[src/rtl/sfade_pkg.sv]
`timescale 1ns/1ps
// Package: shared state encoding for the sustain fader.
package sfade_pkg;
    typedef enum logic [1:0] {
        ST_POWERUP   = 2'd0,
        ST_NORMAL    = 2'd1,
        ST_SUSTAIN   = 2'd2,
        ST_RESET_REQ = 2'd3
    } sfade_state_e;
endpackage

[src/rtl/sfade_gain_cnt.sv]
`timescale 1ns/1ps
// Module: sfade_gain_cnt
// Down-counter holding the fade gain. A load sets it to full scale and a step lowers it by one.
// Assumes load and step are never both high; load wins if they are.
module sfade_gain_cnt #(
    parameter int PERIODS = 1024,
    parameter int GAIN_W  = $clog2(PERIODS) + 1
) (
    input  logic              clk,
    input  logic              rst_n,
    input  logic              load,
    input  logic              step,
    output logic [GAIN_W-1:0] gain,
    output logic              last
);
    // Purpose: hold, load or decrement the gain.
    always_ff @(posedge clk) begin
        if (!rst_n)
            gain <= '0;
        else if (load)
            gain <= GAIN_W'(PERIODS);
        else if (step)
            gain <= gain - GAIN_W'(1);
    end

    // Purpose: flag that the next step brings the gain to zero.
    assign last = (gain == GAIN_W'(1));
endmodule

[src/rtl/sfade_ctrl.sv]
`timescale 1ns/1ps
// Module: sfade_ctrl
// Episode state machine: power-up, normal, sustain and reset request. Also drives the status flag.
// Assumes gain_last comes from the gain counter and is valid in every cycle.
module sfade_ctrl
    import sfade_pkg::*;
(
    input  logic         clk,
    input  logic         rst_n,
    input  logic         lock_lost,
    input  logic         frame_sync,
    input  logic         status_en,
    input  logic         gain_last,
    output sfade_state_e state,
    output logic         gain_load,
    output logic         gain_step,
    output logic         sustain_flag,
    output logic         reset_req
);
    sfade_state_e state_nx;
    logic         enter_sus;

    // Purpose: detect the edge that starts a sustain episode.
    assign enter_sus = (state == ST_NORMAL) && lock_lost;
    assign gain_load = enter_sus;
    assign gain_step = (state == ST_SUSTAIN) && frame_sync;
    assign reset_req = (state == ST_RESET_REQ);

    // Purpose: next-state decode; lock_lost is not looked at inside sustain.
    always_comb begin
        state_nx = state;
        unique case (state)
            ST_POWERUP:   if (!lock_lost) state_nx = ST_NORMAL;
            ST_NORMAL:    if (lock_lost) state_nx = ST_SUSTAIN;
            ST_SUSTAIN:   if (frame_sync && gain_last) state_nx = ST_RESET_REQ;
            ST_RESET_REQ: state_nx = ST_POWERUP;
            default:      state_nx = ST_POWERUP;
        endcase
    end

    // Purpose: state register.
    always_ff @(posedge clk) begin
        if (!rst_n)
            state <= ST_POWERUP;
        else
            state <= state_nx;
    end

    // Purpose: capture the status enable on entry and clear the flag on the way back to power-up.
    always_ff @(posedge clk) begin
        if (!rst_n)
            sustain_flag <= 1'b0;
        else if (enter_sus)
            sustain_flag <= status_en;
        else if (state == ST_RESET_REQ)
            sustain_flag <= 1'b0;
    end
endmodule

[src/rtl/sfade_scaler.sv]
`timescale 1ns/1ps
// Module: sfade_scaler
// Combinational per-channel gain stage: pass, scale by gain/2^SHIFT with floor rounding, or mute.
// Assumes the sample is two's complement and gain <= 2^SHIFT, so the result fits in SAMPLE_W bits.
module sfade_scaler #(
    parameter int SAMPLE_W = 24,
    parameter int GAIN_W   = 11,
    parameter int SHIFT    = 10
) (
    input  logic [SAMPLE_W-1:0] sample,
    input  logic [GAIN_W-1:0]   gain,
    input  logic                pass_en,
    input  logic                scale_en,
    output logic [SAMPLE_W-1:0] result
);
    localparam int PROD_W = SAMPLE_W + GAIN_W + 1;

    logic signed [PROD_W-1:0] prod;

    // Purpose: signed product of the sample and the non-negative gain.
    assign prod = PROD_W'($signed(sample)) * PROD_W'($signed({1'b0, gain}));

    // Purpose: choose pass-through, scaled or muted output.
    always_comb begin
        if (pass_en)
            result = sample;
        else if (scale_en)
            result = SAMPLE_W'(prod >>> SHIFT);
        else
            result = '0;
    end
endmodule

[src/rtl/sustain_fader.sv]
`timescale 1ns/1ps
// Module: sustain_fader (top)
// Lost-clock sustain fader: on lock loss, fades NCH channels to silence over SUSTAIN_PERIODS frame syncs, then requests a node reset.
// Assumes SUSTAIN_PERIODS is a power of two, frame_sync is a one-cycle strobe, and clk keeps running after lock loss.
module sustain_fader
    import sfade_pkg::*;
#(
    parameter int SAMPLE_W        = 24,
    parameter int NCH             = 2,
    parameter int SUSTAIN_PERIODS = 1024
) (
    input  logic                    clk,
    input  logic                    rst_n,
    input  logic                    lock_lost,
    input  logic                    frame_sync,
    input  logic                    status_en,
    input  logic [NCH*SAMPLE_W-1:0] samp_in,
    output logic [NCH*SAMPLE_W-1:0] samp_out,
    output logic                    sustain_flag,
    output logic                    reset_req
);
    localparam int SHIFT  = $clog2(SUSTAIN_PERIODS);
    localparam int GAIN_W = SHIFT + 1;

    sfade_state_e      state_w;
    logic [GAIN_W-1:0] gain_w;
    logic              load_w;
    logic              step_w;
    logic              last_w;
    logic              pass_w;
    logic              scale_w;

    sfade_ctrl ctrl_i (
        .clk          (clk),
        .rst_n        (rst_n),
        .lock_lost    (lock_lost),
        .frame_sync   (frame_sync),
        .status_en    (status_en),
        .gain_last    (last_w),
        .state        (state_w),
        .gain_load    (load_w),
        .gain_step    (step_w),
        .sustain_flag (sustain_flag),
        .reset_req    (reset_req)
    );

    sfade_gain_cnt #(
        .PERIODS (SUSTAIN_PERIODS),
        .GAIN_W  (GAIN_W)
    ) gain_i (
        .clk   (clk),
        .rst_n (rst_n),
        .load  (load_w),
        .step  (step_w),
        .gain  (gain_w),
        .last  (last_w)
    );

    // Purpose: data-path mode from the episode state.
    assign pass_w  = (state_w == ST_NORMAL);
    assign scale_w = (state_w == ST_SUSTAIN);

    // Purpose: one gain stage per transmit channel.
    for (genvar c = 0; c < NCH; c++) begin : g_ch
        sfade_scaler #(
            .SAMPLE_W (SAMPLE_W),
            .GAIN_W   (GAIN_W),
            .SHIFT    (SHIFT)
        ) scl_i (
            .sample   (samp_in[c*SAMPLE_W +: SAMPLE_W]),
            .gain     (gain_w),
            .pass_en  (pass_w),
            .scale_en (scale_w),
            .result   (samp_out[c*SAMPLE_W +: SAMPLE_W])
        );
    end
endmodule

[config.mk]
export PLATFORM = sky130hd
export DESIGN_NAME = sustain_fader
export DESIGN_NICKNAME = d
export VERILOG_FILES = /design/src/rtl/sfade_pkg.sv /design/src/rtl/sfade_gain_cnt.sv /design/src/rtl/sfade_ctrl.sv /design/src/rtl/sfade_scaler.sv /design/src/rtl/sustain_fader.sv
export SDC_FILE = /design/constraint.sdc
export NUM_CORES = 1
export LEC_CHECK = 0
export BUFFER_PORTS_ARGS = -buffer_cell sky130_fd_sc_hd__buf_2
export CAP_MARGIN = 20
export CORE_ASPECT_RATIO = 1.75
export CORE_MARGIN = 2
export CORE_UTILIZATION = 30
export CTS_BUF_LIST = sky130_fd_sc_hd__clkbuf_8 sky130_fd_sc_hd__clkbuf_16
export CTS_CLUSTER_DIAMETER = 50
export DETAILED_ROUTE_END_ITERATION = 10
export SKIP_LAST_GASP = 1
export SLEW_MARGIN = 40
export SYNTH_ARGS = -nofsm -noshare
export SYNTH_HDL_FRONTEND = slang
export SYNTH_SLANG_ARGS = --single-unit
[constraint.sdc]
create_clock -name clk -period 11.4 [get_ports clk]
set_input_delay 1.14 -clock clk [delete_from_list [all_inputs] [get_ports clk]]
set_output_delay 1.14 -clock clk [all_outputs]
set_load 0.01 [all_outputs]
==> out/results.md, run 1 <==
| Step | Metric | Value |
|:---|:---|:---|
| status | Run status | complete, no violations |
| detailed routing | DRC violation count after routing | 0 |
| worst setup path | CP delay by family, top | adder cells |
| worst setup path | Crit path required time | 10.26 ns |
| yosys | Asr flop ratio synth | 0 |
| sta | Highest attainable clock frequency | 0.125 GHz |
| placement | Number of input and output port buffers inserted | 102 |
| clock network | Clock tree from TritonCTS | built |
| yosys | EDFF count, synth | 0 |
| worst setup path | Launching element type of the critical path | primary input |
| floorplan | Initial standard-cell utilization of the core | 0.302 |
| finish | Layout filler cell count | 6595 |
| placement | Global placer's final weighted congestion | 0.886 |
| detailed routing | Total via count after detailed routing | 14.2k |
| worst setup path | Arrival time of the worst setup path | 6.88 ns |
| worst setup path | Most common cell on crit path | sky130_fd_sc_hd__fa_1 |
| min path | Hold WC Path Type | reg2reg |
| sta | Final worst-path setup slack | 3.38 ns |
| floorplan | Die Y | 332 um |
| clock network | Number of buffers added for setup after CTS | 0 |
| finish | Leading cell types in the layout, fill and taps excluded | sky130_fd_sc_hd__inv_1 (565), sky130_fd_sc_hd__fa_1 (448), sky130_fd_sc_hd__nand2_1 (423) |
| worst setup path | Buf/Inv on CP | 5 |
| sta | Final worst clock skew | 0.00176 ns |
| yosys | Syn. warnings | 0 |
| sta | Final Hold Viols | 0 |
| sta | Final critical path time including I/O delays and setup | 8.02 ns |
| floorplan | Number of ports placed on the die boundary | 103 |
| worst setup path | Crit path max fanout | 12 |
| detailed routing | TritonRoute pass-1 iters | 5 |
| worst setup path | Cell at the slowest stage of the critical path | sky130_fd_sc_hd__or4b_1 |
| yosys | Number of standard cells after synthesis | 2199 |
| clock network | Later-pin clock latency in the skew report | 0.24 ns |
| sta | Final Max Tran Viols | 0 |
| grt | Maximum number of pins on one net before global-route repair | 56 |
| sta | Total setup violations reported at the end of the flow | 0 |
| clock network | CTS sink cnt | 14 |
| clock network | Number of buffers on the longest clock path | 2 |
| detailed routing | Drt total wl | 51.6 mm |
| clock network | H-tree levels | 1 |
| run | Max-cap violations | 0 |
| detailed routing | Vias/cell | 4.73 |
| clock network | Clock buffer count from CTS | 3 |
| yosys | Seq cells post-synth | 14 |
| grt | Antenna violations before repair | 10 |
| finish | Ratio of cells with drive above 1 in the final layout | 0.0641 |
| floorplan | Total die area | 63500 sq um |
| yosys | Number of distinct standard cells referenced by the synthesized netlist | 58 |
| yosys | Total standard cell area after synthesis | 18400 sq um |
| clock network | CTS resizes | 0 |
| placement | Detailed placement HPWL | 42.3 mm |
| sta | Normalized max-slew margin | 0.484 |
| worst setup path | Critical Setup Path Class | in2out |
| placement | Worst slack, placed | 3.37 ns |
| worst setup path | Cell Chain, Critical Path | buf_2 -> nand2_1 -> fa_1 -> inv_1 -> fa_1 -> fa_1 -> fa_1 -> inv_1 -> fa_1 -> inv_1 -> ha_1 -> and4_1 -> nand2_1 -> or4b_1 -> nand4_1 -> a21oi_1 -> o311ai_2 -> a21oi_1 -> xor2_1 -> o21ai_0 -> buf_2 |
| worst setup path | Setup slack of the most critical reg-to-reg path | 9.07 ns |
| grt | Via count of the first global-routing pass | 16.1k |
| detailed routing | Drt initial violations | 426 |
| clock network | CTS Hold Bufs | 0 |
| clock network | Clock-pin slew on the worst setup and hold paths | 0.05 ns |
| pwr | Worst VDD drop | 86.6 uV |
| grt | Grt total ovfl | 0 |
| grt | Overall track demand over capacity in global routing | 0.169 |
| sta | Total negative slack for setup checks | 0 ns |
| yosys | Syn_nets | 2845 |
| sta | Transition time at the pin with the least slew margin | 0.773 ns |
| pwr | Power per standard cell area | 137 nW/um^2 |
| floorplan | Core Footprint | 61000 sq um |
| grt | First-pass GRT wire length | 83.7 mm |
| sta | Unrepaired setup endpoints after global routing | no |
| finish | Area Growth Syn to Fin | 6.88% |
| yosys | Mean instance size in the synthesized netlist | 8.38 sq um |
| worst setup path | Category of the worst setup path capture point | primary output |
| pwr | Leakage component of the power | 0.0104 uW |
| finish | Final-stage net count | 2845 |
| detailed routing | Antenna viol nets, final | 0 |
| yosys | Sequential-to-total area share from yosys stat | 0.0152 |
| finish | Leading cell type in the layout, fill and taps excluded | sky130_fd_sc_hd__inv_1 |
| yosys | Predominant post-synthesis flop cell | sky130_fd_sc_hd__dfxtp_1 |
| floorplan | Number of core rows | 120 |
| clock network | Clock Root Buffer | sky130_fd_sc_hd__clkbuf_16 |
| sta | Period Utilization, post-route | 0.703 |
| floorplan | Die Span X | 191 um |
| worst setup path | Peak per-stage delay on the critical path | 0.59 ns |
| detailed routing | Routed wire length per instance | 17.2 um |
[registers in the layout (all words and copies together), names as in the netlist]
name and cells:
ctrl_i.sustain_flag 1, gain_i.gain 11, ctrl_i.state 2
[per-stage QoR]
stage | util | hold WS (ns) | total power, uW | cell area (sq um) | cells
after detailed placement | 0.322 | 0.518 | 2660 | 19600 | 2987
after CTS | 0.323 | 0.524 | 2760 | 19700 | 2991
after global routing | 0.323 | 0.574 | 3100 | 19700 | 2994
final | 0.323 | 0.533 | 2690 | 19700 | 2994
after global placement | 0.322 | 0.514 | 2630 | 19600 | 2987
after floorplan | - | 0.508 | 1950 | 18400 | 2199
[metal layers]
metal	wire, um	track usage	vias up
li1	-	-	6385
met1	18200	0.178	7337
met2	29600	0.338	317
met3	1830	0.0172	120
met4	1990	0.0597	8
met5	37	0	-
[worst min-delay path: stages (launching register included)]
cell	delay, ns
sky130_fd_sc_hd__dfxtp_1	0.33
sky130_fd_sc_hd__nand3b_1	0.09
sky130_fd_sc_hd__a21oi_1	0.06
[where the power goes]
group / switching, uW / leakage [uW] / internal [uW] / total [uW]
clock: 21.0 / 0.0000442 / 53.2 / 74.3
sequential: 42.6 / 0.000119 / 62.6 / 105
combinational: 1530 / 0.0102 / 982 / 2510
[synth_stat cells, types with 3 or more instances]
| cell type | count | area share |
|---|---|---|
| sky130_fd_sc_hd__nor3_1 | 8 | 0.0022 |
| sky130_fd_sc_hd__or4_1 | 4 | 0.0016 |
| sky130_fd_sc_hd__a211oi_1 | 6 | 0.0024 |
| sky130_fd_sc_hd__xnor2_1 | 43 | 0.020 |
| sky130_fd_sc_hd__or3_1 | 5 | 0.0017 |
| sky130_fd_sc_hd__xor2_1 | 24 | 0.011 |
| sky130_fd_sc_hd__ha_1 | 145 | 0.098 |
| sky130_fd_sc_hd__a21oi_1 | 36 | 0.0098 |
| sky130_fd_sc_hd__o31ai_1 | 9 | 0.0037 |
| sky130_fd_sc_hd__a211o_1 | 4 | 0.0019 |
| sky130_fd_sc_hd__fa_1 | 448 | 0.49 |
| sky130_fd_sc_hd__dfxtp_1 | 14 | 0.015 |
| sky130_fd_sc_hd__and2_1 | 159 | 0.054 |
| sky130_fd_sc_hd__nor4_1 | 5 | 0.0017 |
| sky130_fd_sc_hd__nand2_1 | 423 | 0.086 |
| sky130_fd_sc_hd__nand3_1 | 11 | 0.0030 |
| sky130_fd_sc_hd__clkbuf_1 | 116 | 0.024 |
| sky130_fd_sc_hd__o21ai_0 | 53 | 0.014 |
| sky130_fd_sc_hd__nor2_1 | 27 | 0.0055 |
| sky130_fd_sc_hd__a21o_1 | 17 | 0.0069 |
| sky130_fd_sc_hd__o21a_1 | 6 | 0.0024 |
| sky130_fd_sc_hd__nand2b_1 | 4 | 0.0014 |
| sky130_fd_sc_hd__o211ai_1 | 3 | 0.0012 |
| sky130_fd_sc_hd__nor2b_1 | 3 | 0.0010 |
| sky130_fd_sc_hd__o21bai_1 | 5 | 0.0020 |
| sky130_fd_sc_hd__buf_1 | 5 | 0.0010 |
| sky130_fd_sc_hd__a22o_1 | 5 | 0.0024 |
| sky130_fd_sc_hd__nand4_1 | 8 | 0.0027 |
| sky130_fd_sc_hd__inv_1 | 565 | 0.12 |
[final timing paths]
check | from | to | cells after the start
max | samp_in[32] | samp_out[46] | 21
max reg2reg | gain_i.gain[6] | ctrl_i.state[0] | 5
min | ctrl_i.sustain_flag | ctrl_i.sustain_flag | 2
min reg2reg | ctrl_i.sustain_flag | ctrl_i.sustain_flag | 2
[cell families (layout without fill, tap and decap cells)]
group / after synthesis / after routing / share of synthesized area
flops: 14 / 14 / 0.0152
simple gates: 667 / 667 / 0.166
compound gates: 170 / 170 / 0.0610
fa+ha+maj: 593 / 593 / 0.585
buf+inv: 686 / 685 / 0.140
mux: 2 / 2 / 0.00109
other cells: 0 / 3 / 0
xor+xnor: 67 / 67 / 0.0318
[layout make-up]
| cell class | instances | area (sq um) | share of cell area |
|---|---|---|---|
| Clock buffer | 4 | 88.8 | 0.00451 |
| Antenna cell | 3 | 7.51 | 0.000381 |
| Timing Repair Buffer | 116 | 616 | 0.0313 |
| Sequential cell | 14 | 293 | 0.0149 |
| Tap cell | 793 | 992 | 0.0504 |
| Multi-Input combinational cell | 1499 | 15600 | 0.791 |
| Inverter | 565 | 2120 | 0.108 |
(Power assumes the default switching activity.)
==> run 2, diff against run 1 <==
--- a/config.mk
+++ b/config.mk
@@ -5,6 +5,7 @@
 export SDC_FILE = /design/constraint.sdc
 export NUM_CORES = 1
 export LEC_CHECK = 0
+export ABC_AREA = 1
 export BUFFER_PORTS_ARGS = -buffer_cell sky130_fd_sc_hd__buf_2
 export CAP_MARGIN = 20
 export CORE_ASPECT_RATIO = 1.75
==> constraint.sdc (replaced) <==
create_clock -name clk -period 6.42 [get_ports clk]
set_input_delay 0.642 -clock clk [delete_from_list [all_inputs] [get_ports clk]]
set_output_delay 0.642 -clock clk [all_outputs]
set_load 0.01 [all_outputs]
==> run 2 against run 1 <==
Compared with the run above: clock skew up 0.0028 ns; area after synthesis is 10% higher; via count grew 30%; cell count grew 30%; register-to-register slack worse by 4.9 ns; global-route usage is 2.7 points higher; worst hold slack lost 0.049 ns; die area is 10% higher; setup slack lost 3.2 ns; clock power up 80%; synthesized cell count is 33% higher; utilization grew 1.7 points; largest cell class unchanged.
==> out/results.md, run 2 <==
| Step | Metric | Value | vs previous |
|:---|:---|:---|:---|
| finish | Diodes inserted | 0 | -3 |
| clock network | Number of buffers on the longest clock path | 2 | unchanged |
| worst setup path | RR Startpoint | ctrl_i.state[1] |  |
| sta | Final Hold Viols | 0 | unchanged |
| sta | Total setup violations reported at the end of the flow | 0 | unchanged |
| floorplan | Total die area | 70000 sq um | +10% |
| floorplan | Die Span X | 201 um | +5.0% |
| sta | Highest attainable clock frequency | 0.160 GHz |  |
| yosys | Cell with the most instances after synthesis | sky130_fd_sc_hd__nand2_1 |  |
| floorplan | Number of core rows | 126 | +5.0% |
| worst setup path | Crit path required time | 5.78 ns | -4.48 ns |
| detailed routing | TritonRoute pass-1 iters | 8 | +3 |
| floorplan | Die Y | 349 um | +5.0% |
| grt | Grt total ovfl | 0 | unchanged |
| sta | Transition time at the pin with the least slew margin | 0.817 ns | +0.0433 ns |
| status | Run status | complete, no violations |  |
| detailed routing | Drt initial violations | 794 | +86% |
| worst setup path | Setup crit start | gain_i.gain[3] |  |
| floorplan | Number of ports placed on the die boundary | 103 | unchanged |
| grt | Overall track demand over capacity in global routing | 0.197 | +0.0272 |
| min path | Hold WC Path Type | reg2reg |  |
| grt | First-pass GRT wire length | 107 mm | +28% |
| worst setup path | Launching element type of the critical path | register |  |
| worst setup path | Crit path max fanout | 14 | +2 |
| pwr | Leakage component of the power | 0.0134 uW | +29% |
| detailed routing | Antenna viol nets, final | 0 | unchanged |
| finish | Largest registers in the final layout | gain_i.gain: 11 flops, ctrl_i.state: 2 flops, ctrl_i.sustain_flag: 1 flops |  |
| placement | Global placer's final weighted congestion | 0.996 | +12% |
| floorplan | Initial standard-cell utilization of the core | 0.302 | about the same |
| yosys | Predominant post-synthesis flop cell | sky130_fd_sc_hd__dfxtp_1 |  |
| clock network | Later-pin clock latency in the skew report | 0.25 ns | about the same |
| finish | Final-stage net count | 3655 | +28% |
| sta | Normalized max-slew margin | 0.456 | -0.0289 |
| sta | Final Max Tran Viols | 0 | unchanged |
| yosys | Seq cells post-synth | 14 | unchanged |
| detailed routing | Routed wire length per instance | 17.4 um | +1.2% |
| grt | Antenna violations before repair | 3 | -7 |
| grt | Maximum number of pins on one net before global-route repair | 50 | -11% |
| yosys | Syn_nets | 3565 | +25% |
| worst setup path | Arrival time of the worst setup path | 5.61 ns | -1.27 ns |
| finish | Ratio of cells with drive above 1 in the final layout | 0.0938 | +0.0296 |
| sta | Final worst clock skew | 0.00459 ns | +0.00282 ns |
| pwr | Worst VDD drop | 122 uV | +41% |
| grt | Via count of the first global-routing pass | 20.1k | +25% |
| finish | Register name with the most flops | gain_i.gain |  |
| finish | Area Growth Syn to Fin | 12.4% |  |
| yosys | Top cell type by total area after synthesis | sky130_fd_sc_hd__fa_1 |  |
| finish | Leading cell types in the layout, fill and taps excluded | sky130_fd_sc_hd__nand2_1 (880), sky130_fd_sc_hd__inv_1 (846), sky130_fd_sc_hd__fa_1 (448) |  |
| yosys | Most instantiated cells after synthesis | sky130_fd_sc_hd__nand2_1 (886), sky130_fd_sc_hd__inv_1 (848), sky130_fd_sc_hd__fa_1 (448) |  |
| sta | Final critical path time including I/O delays and setup | 6.25 ns |  |
| placement | Number of input and output port buffers inserted | 102 | unchanged |
| placement | Detailed placement HPWL | 56.0 mm | +33% |
| sta | Period Utilization, post-route | 0.973 |  |
| yosys | Top cell type's share of synthesized area | 0.441 | -0.0461 |
| detailed routing | Total via count after detailed routing | 18.4k | +30% |
| run | Max-cap violations | 0 | unchanged |
| clock network | CTS sink cnt | 14 | unchanged |
| sta | Worst hold slack | 0.484 ns | -0.0486 ns |
| yosys | Number of distinct standard cells referenced by the synthesized netlist | 43 | -26% |
| yosys | Total standard cell area after synthesis | 20400 sq um | +10% |
| finish | Leading cell type in the layout, fill and taps excluded | sky130_fd_sc_hd__nand2_1 |  |
| worst setup path | Category of the worst setup path capture point | primary output |  |
| yosys | Syn. warnings | 0 | unchanged |
| floorplan | Core Footprint | 67300 sq um | +10% |
| clock network | Clock-pin slew on the worst setup and hold paths | 0.05 ns | about the same |
| clock network | Clock buffer count from CTS | 3 | unchanged |
| clock network | Clock tree from TritonCTS | built |  |
| clock network | Clock Root Buffer | sky130_fd_sc_hd__clkbuf_16 |  |
| yosys | EDFF count, synth | 0 | unchanged |
| finish | Max FFs per register | 11 | unchanged |
| yosys | Sequential-to-total area share from yosys stat | 0.0138 | -0.00144 |
| yosys | Synth area leaders | sky130_fd_sc_hd__fa_1 (44%), sky130_fd_sc_hd__nand2_1 (16%), sky130_fd_sc_hd__inv_1 (16%) |  |
| detailed routing | Drt total wl | 68.1 mm | +32% |
| detailed routing | Vias/cell | 4.70 | -0.59% |
| worst setup path | Critical Setup Path Class | reg2out |  |
| detailed routing | DRC violation count after routing | 0 | unchanged |
| yosys | Number of standard cells after synthesis | 2919 | +33% |
| yosys | Asr flop ratio synth | 0 | unchanged |
| finish | Core Util, Final | 0.340 | +0.0167 |
| sta | Unrepaired setup endpoints after global routing | yes |  |
| yosys | Mean instance size in the synthesized netlist | 6.97 sq um | -17% |
| min path | Hold path startpoint | ctrl_i.sustain_flag |  |
| clock network | H-tree levels | 1 | unchanged |
| pwr | Power per standard cell area | 259 nW/um^2 | +89% |
## run 2: cell count changes after synthesis, moves of 37 or more
| cell | before | now |
|---|---|---|
| sky130_fd_sc_hd__nand3_1 | 11 | 80 |
| sky130_fd_sc_hd__xnor2_1 | 43 | 6 |
| sky130_fd_sc_hd__a21oi_1 | 36 | 87 |
| sky130_fd_sc_hd__and2_1 | 159 | 0 |
| sky130_fd_sc_hd__nand2_1 | 423 | 886 |
| sky130_fd_sc_hd__inv_1 | 565 | 848 |
| sky130_fd_sc_hd__nor2_1 | 27 | 130 |
## run 2: critical path: stages, from the launching register on
cell,delay (ns)
sky130_fd_sc_hd__dfxtp_4,0.40
sky130_fd_sc_hd__buf_12,0.17
sky130_fd_sc_hd__nand2_1,0.13
sky130_fd_sc_hd__fa_1,0.56
sky130_fd_sc_hd__fa_1,0.55
sky130_fd_sc_hd__inv_1,0.06
sky130_fd_sc_hd__fa_1,0.51
sky130_fd_sc_hd__fa_1,0.50
sky130_fd_sc_hd__inv_1,0.05
sky130_fd_sc_hd__fa_1,0.48
sky130_fd_sc_hd__inv_1,0.04
sky130_fd_sc_hd__ha_2,0.38
sky130_fd_sc_hd__nand2_2,0.11
sky130_fd_sc_hd__nor2_2,0.16
sky130_fd_sc_hd__inv_2,0.10
sky130_fd_sc_hd__nor3_4,0.21
sky130_fd_sc_hd__nand2_1,0.11
sky130_fd_sc_hd__nand2_4,0.14
sky130_fd_sc_hd__nand2_1,0.06
sky130_fd_sc_hd__nand2_1,0.13
sky130_fd_sc_hd__nand2_1,0.07
sky130_fd_sc_hd__nand2_1,0.06
sky130_fd_sc_hd__o21ai_1,0.06
sky130_fd_sc_hd__buf_4,0.16
sky130_fd_sc_hd__buf_2,0.14
## run 2: area by class of cell
class,instances,area (sq um)
fill,7360,44400
multi-input combinational,1936,16600
inverter,852,3200
timing repair buffer,202,1570
tap,896,1120
sequential,14,304
clock buffer,4,88.8
## run 2: what timing repair did
item	4_1_cts	5_1_grt
hold endpoints to repair	0	0
resized for setup	14	61
setup buffers	1	5
pin swaps	1	3
cloned	2	3
endpoints found under the setup margin	7	30
hold buffers	0	0
## run 2: where the power goes
group | switching [uW] | internal (uW) | leakage [uW] | total [uW]
combinational | 3580 | 2040 | 0.0132 | 5620
sequential | 58.2 | 113 | 0.000120 | 171
clock | 39.4 | 94.6 | 0.0000442 | 134
## run 2: per-layer routing
layer  up-vias  share of wire  wire [um]  global-route usage
met2       507           0.55      37700               0.396
met1      9156           0.35      23600               0.197
met4         4          0.062       4220               0.101
li1       8472              -          -                   -
met3       225          0.038       2590              0.0176
met5         -        0.00035         24                   0
## run 2: cell families (layout without fill, tap and decap cells)
kind of cell               Yosys count  in the layout  share of synthesized area
and+or+nand+nor                   1149           1149                      0.225
DFF                                 14             14                     0.0138
buffers and inverters              969           1058                      0.179
xor gates and xnor gates             9              9                    0.00387
AOI/OAI and AO/OA                  185            185                     0.0482
adders and majority gates          593            593                      0.530
## run 2: per-stage QoR
step | setup WS (ns) | std cells | setup TNS (ns) | instance area, sq um | power [uW]
after global routing | -0.0643 | 3904 | -0.173 | 22900 | 6720
after global placement | -0.464 | 3889 | -1.27 | 22400 | 5590
after CTS | 0.0135 | 3896 | 0 | 22600 | 5870
after detailed placement | -0.440 | 3889 | -1.05 | 22400 | 5630
final | 0.172 | 3904 | 0 | 22900 | 5920
after floorplan | 0.699 | 2919 | 0 | 20400 | 3880
## run 2: final timing paths
check                           depth (start not counted)  slack (ns)             endpoint
worst max-delay path                                   24        0.17         samp_out[11]
worst min register to register                          2        0.48  ctrl_i.sustain_flag
worst min-delay path                                    2        0.48  ctrl_i.sustain_flag
worst max register to register                         10        4.13      ctrl_i.state[0]
==> run 3, diff against run 2 <==
--- a/config.mk
+++ b/config.mk
@@ -10,10 +10,11 @@
 export CAP_MARGIN = 20
 export CORE_ASPECT_RATIO = 1.75
 export CORE_MARGIN = 2
-export CORE_UTILIZATION = 30
+export CORE_UTILIZATION = 59
 export CTS_BUF_LIST = sky130_fd_sc_hd__clkbuf_8 sky130_fd_sc_hd__clkbuf_16
 export CTS_CLUSTER_DIAMETER = 50
 export DETAILED_ROUTE_END_ITERATION = 10
+export PLACE_DENSITY = 0.8
 export SKIP_LAST_GASP = 1
 export SLEW_MARGIN = 40
 export SYNTH_ARGS = -nofsm -noshare
==> run 3 against run 2 <==
Compared with the run above: critical path depth is 4 lower; power decreased by 3.9%; flip-flop and latch count is the same; combinational power decreased by 4.6%; maximum frequency down 0.63%; non-clock buffer count decreased by 38; first-iteration DRC count grew 46%; setup slack worse by 0.040 ns; wire length shrank 11%; sequential share of layout area increased by 0.070 points; largest power group unchanged; highest routed layer is now met4.
==> out/results.md, run 3 (synthesized netlist as in run 2, its figures left out) <==
| Step | Metric | Value | vs previous |
|:---|:---|:---|:---|
| pwr | Power per standard cell area | 260 nW/um^2 | +0.35% |
| clock network | Later-pin clock latency in the skew report | 0.25 ns | about the same |
| detailed routing | Routed wire length per instance | 17.7 um | +1.2% |
| sta | Final Max Tran Viols | 0 | unchanged |
| worst setup path | Category of the worst setup path capture point | primary output |  |
| placement | Global placer's final weighted congestion | 1.05 | +5.8% |
| finish | Ratio of cells with drive above 1 in the final layout | 0.0832 | -0.0106 |
| grt | First-pass GRT wire length | 98.4 mm | -8.0% |
| finish | Footprint of the flip-flops and latches | 307 sq um | +0.82% |
| finish | Leading cell type in the layout, fill and taps excluded | sky130_fd_sc_hd__nand2_1 |  |
| floorplan | Number of core rows | 90 | -29% |
| clock network | CTS Hold Bufs | 0 | unchanged |
| pwr | NetSw | 3550 uW | -3.4% |
| clock network | Clock-pin slew on the worst setup and hold paths | 0.05 ns | about the same |
| detailed routing | Antenna viol nets, final | 0 | unchanged |
| pwr | Switching power as a share of total power | 0.624 | +0.00302 |
| worst setup path | Arrival time of the worst setup path | 5.65 ns | +0.04 ns |
| worst setup path | Crit path required time | 5.78 ns | about the same |
| pwr | Internal Pwr Total | 2140 uW | -4.7% |
| detailed routing | DRC violation count after routing | 0 | unchanged |
| worst setup path | Cell at the slowest stage of the critical path | sky130_fd_sc_hd__fa_1 |  |
| detailed routing | Total via count after detailed routing | 18.6k | +1.5% |
| floorplan | Initial standard-cell utilization of the core | 0.595 | +0.292 |
| grt | Grt total ovfl | 0 | unchanged |
| detailed routing | Drt total wl | 60.6 mm | -11% |
| pwr | Clock network power share | 0.023 | about the same |
| worst setup path | Cell Chain, Critical Path | clkbuf_4 -> nand2_1 -> fa_1 -> inv_1 -> fa_1 -> fa_1 -> fa_1 -> inv_1 -> fa_1 -> inv_1 -> ha_1 -> a21oi_1 -> o21ai_0 -> a21oi_2 -> nand2_2 -> a21oi_1 -> nand2_1 -> nand3_1 -> nand2_1 -> buf_2 |  |
| grt | Maximum number of pins on one net before global-route repair | 54 | +8.0% |
| min path | Hold WC Path Type | reg2reg |  |
| pwr | Share of total power in combinational logic | 0.941 | -0.008 |
| pwr | Total Power | 5690 uW | -3.9% |
| finish | Area Growth Syn to Fin | 7.58% |  |
| floorplan | Die Span X | 144 um | -28% |
| finish | Layout filler cell count | 3144 | -57% |
| grt | Antenna violations before repair | 0 | -3 |
| sta | Normalized max-slew margin | 0.532 | +0.0764 |
| detailed routing | Vias/cell | 5.43 | +15% |
| worst setup path | Peak per-stage delay on the critical path | 0.57 ns | about the same |
| sta | Unrepaired setup endpoints after global routing | yes |  |
| sta | Final worst clock skew | 0.000953 ns | -0.00363 ns |
| sta | Final critical path time including I/O delays and setup | 6.29 ns | +0.0396 ns |
| floorplan | Total die area | 36100 sq um | -49% |
| clock network | Clock Root Buffer | sky130_fd_sc_hd__clkbuf_16 |  |
| detailed routing | TritonRoute pass-1 iters | 8 | unchanged |
| status | Run status | complete, no violations |  |
| worst setup path | Launching element type of the critical path | primary input |  |
| finish | Register name with the most flops | gain_i.gain |  |
| finish | Area of combinational cells with multiple inputs | 16600 sq um | -0.12% |
| floorplan | Die Y | 250 um | -28% |
| pwr | Worst VDD drop | 218 uV | +78% |
| finish | Final-stage net count | 3617 | -1.0% |
| sta | Worst hold slack | 0.502 ns | +0.0174 ns |
| sta | Final Hold Viols | 0 | unchanged |
| placement | Number of input and output port buffers inserted | 102 | unchanged |
| finish | Largest registers in the final layout | gain_i.gain: 11 flops, ctrl_i.state: 2 flops, ctrl_i.sustain_flag: 1 flops |  |
| sta | Transition time at the pin with the least slew margin | 0.702 ns | -0.115 ns |
| worst setup path | Critical Setup Path Class | in2out |  |
| finish | Leading cell types in the layout, fill and taps excluded | sky130_fd_sc_hd__nand2_1 (878), sky130_fd_sc_hd__inv_1 (847), sky130_fd_sc_hd__fa_1 (448) |  |
| pwr | Leakage component of the power | 0.0132 uW | -1.8% |
| grt | Overall track demand over capacity in global routing | 0.350 | +0.153 |
| placement | Detailed placement HPWL | 49.8 mm | -11% |
| worst setup path | Most common cell on crit path | sky130_fd_sc_hd__fa_1 |  |
| run | Max-cap violations | 0 | unchanged |
| floorplan | Number of ports placed on the die boundary | 103 | unchanged |
| clock network | Clock tree from TritonCTS | built |  |
| worst setup path | Crit path max fanout | 10 | -4 |
| clock network | Number of buffers on the longest clock path | 2 | unchanged |
| floorplan | Core Footprint | 34200 sq um | -49% |
| sta | Total setup violations reported at the end of the flow | 0 | unchanged |
| clock network | Clock buffer count from CTS | 3 | unchanged |
| clock network | CTS sink cnt | 14 | unchanged |
| clock network | H-tree levels | 1 | unchanged |
| pwr | Sequential share of power | 0.035 | +0.006 |
| sta | Highest attainable clock frequency | 0.159 GHz | -0.63% |
| finish | Max FFs per register | 11 | unchanged |
| grt | Via count of the first global-routing pass | 20.7k | +3.0% |
| detailed routing | Drt initial violations | 1161 | +46% |
| sta | Period Utilization, post-route | 0.979 | +0.00617 |
run 3: critical path: cells and delay by family:
kind | cells | cell delay [ns]
buf+inv | 5 | 0.52
fa+ha+maj | 6 | 2.85
simple gates | 5 | 0.57
compound gates | 4 | 1.05
run 3: layer usage:
layer | track usage | vias to the layer above | share of wire
met4 | 0.241 | 0 | 0.086
met3 | 0.0271 | 326 | 0.057
li1 | - | 8381 | -
met5 | 0 | - | 0
met1 | 0.370 | 9045 | 0.33
met2 | 0.643 | 880 | 0.53
run 3: repair_timing:
item	4_1_cts	5_1_grt
resized for setup	4	49
setup buffers	0	7
setup endpoints to repair	5	32
cloned	1	2
run 3: cell type report:
class	count	area share
multi-input combinational	1936	0.757
inverter	852	0.146
timing repair buffer	164	0.0530
tap	460	0.0263
sequential	14	0.0140
clock buffer	4	0.00406
antenna	1	0.000114
run 3: per-stage QoR:
step | cells | setup TNS, ns | utilization | cell area, sq um | setup WS (ns)
finish | 3431 | 0 | 0.640 | 21900 | 0.133
global route | 3430 | -0.0507 | 0.640 | 21900 | -0.0507
CTS | 3421 | 0 | 0.632 | 21600 | 0.00841
detailed placement | 3416 | 0 | 0.629 | 21500 | 0.0287
global placement | 3416 | 0 | 0.629 | 21500 | 0.0355
floorplan | 2919 | 0 | - | 20400 | 0.699
run 3: power by group through the flow:
stage	clock, uW	sequential (uW)	combinational (uW)
CTS	133	203	5250
global route	136	204	6110
finish	134	202	5360
global placement	0	201	5010
floorplan	0	123	3760
detailed placement	0	203	5180
run 3: worst paths after layout:
check | from | end | slack, ns | cells past startpoint
worst max-delay path | samp_in[10] | samp_out[23] | 0.13 | 20
worst max register to register | ctrl_i.state[1] | ctrl_i.state[0] | 3.91 | 10
worst min-delay path | ctrl_i.sustain_flag | ctrl_i.sustain_flag | 0.50 | 2
worst min register to register | ctrl_i.sustain_flag | ctrl_i.sustain_flag | 0.50 | 2
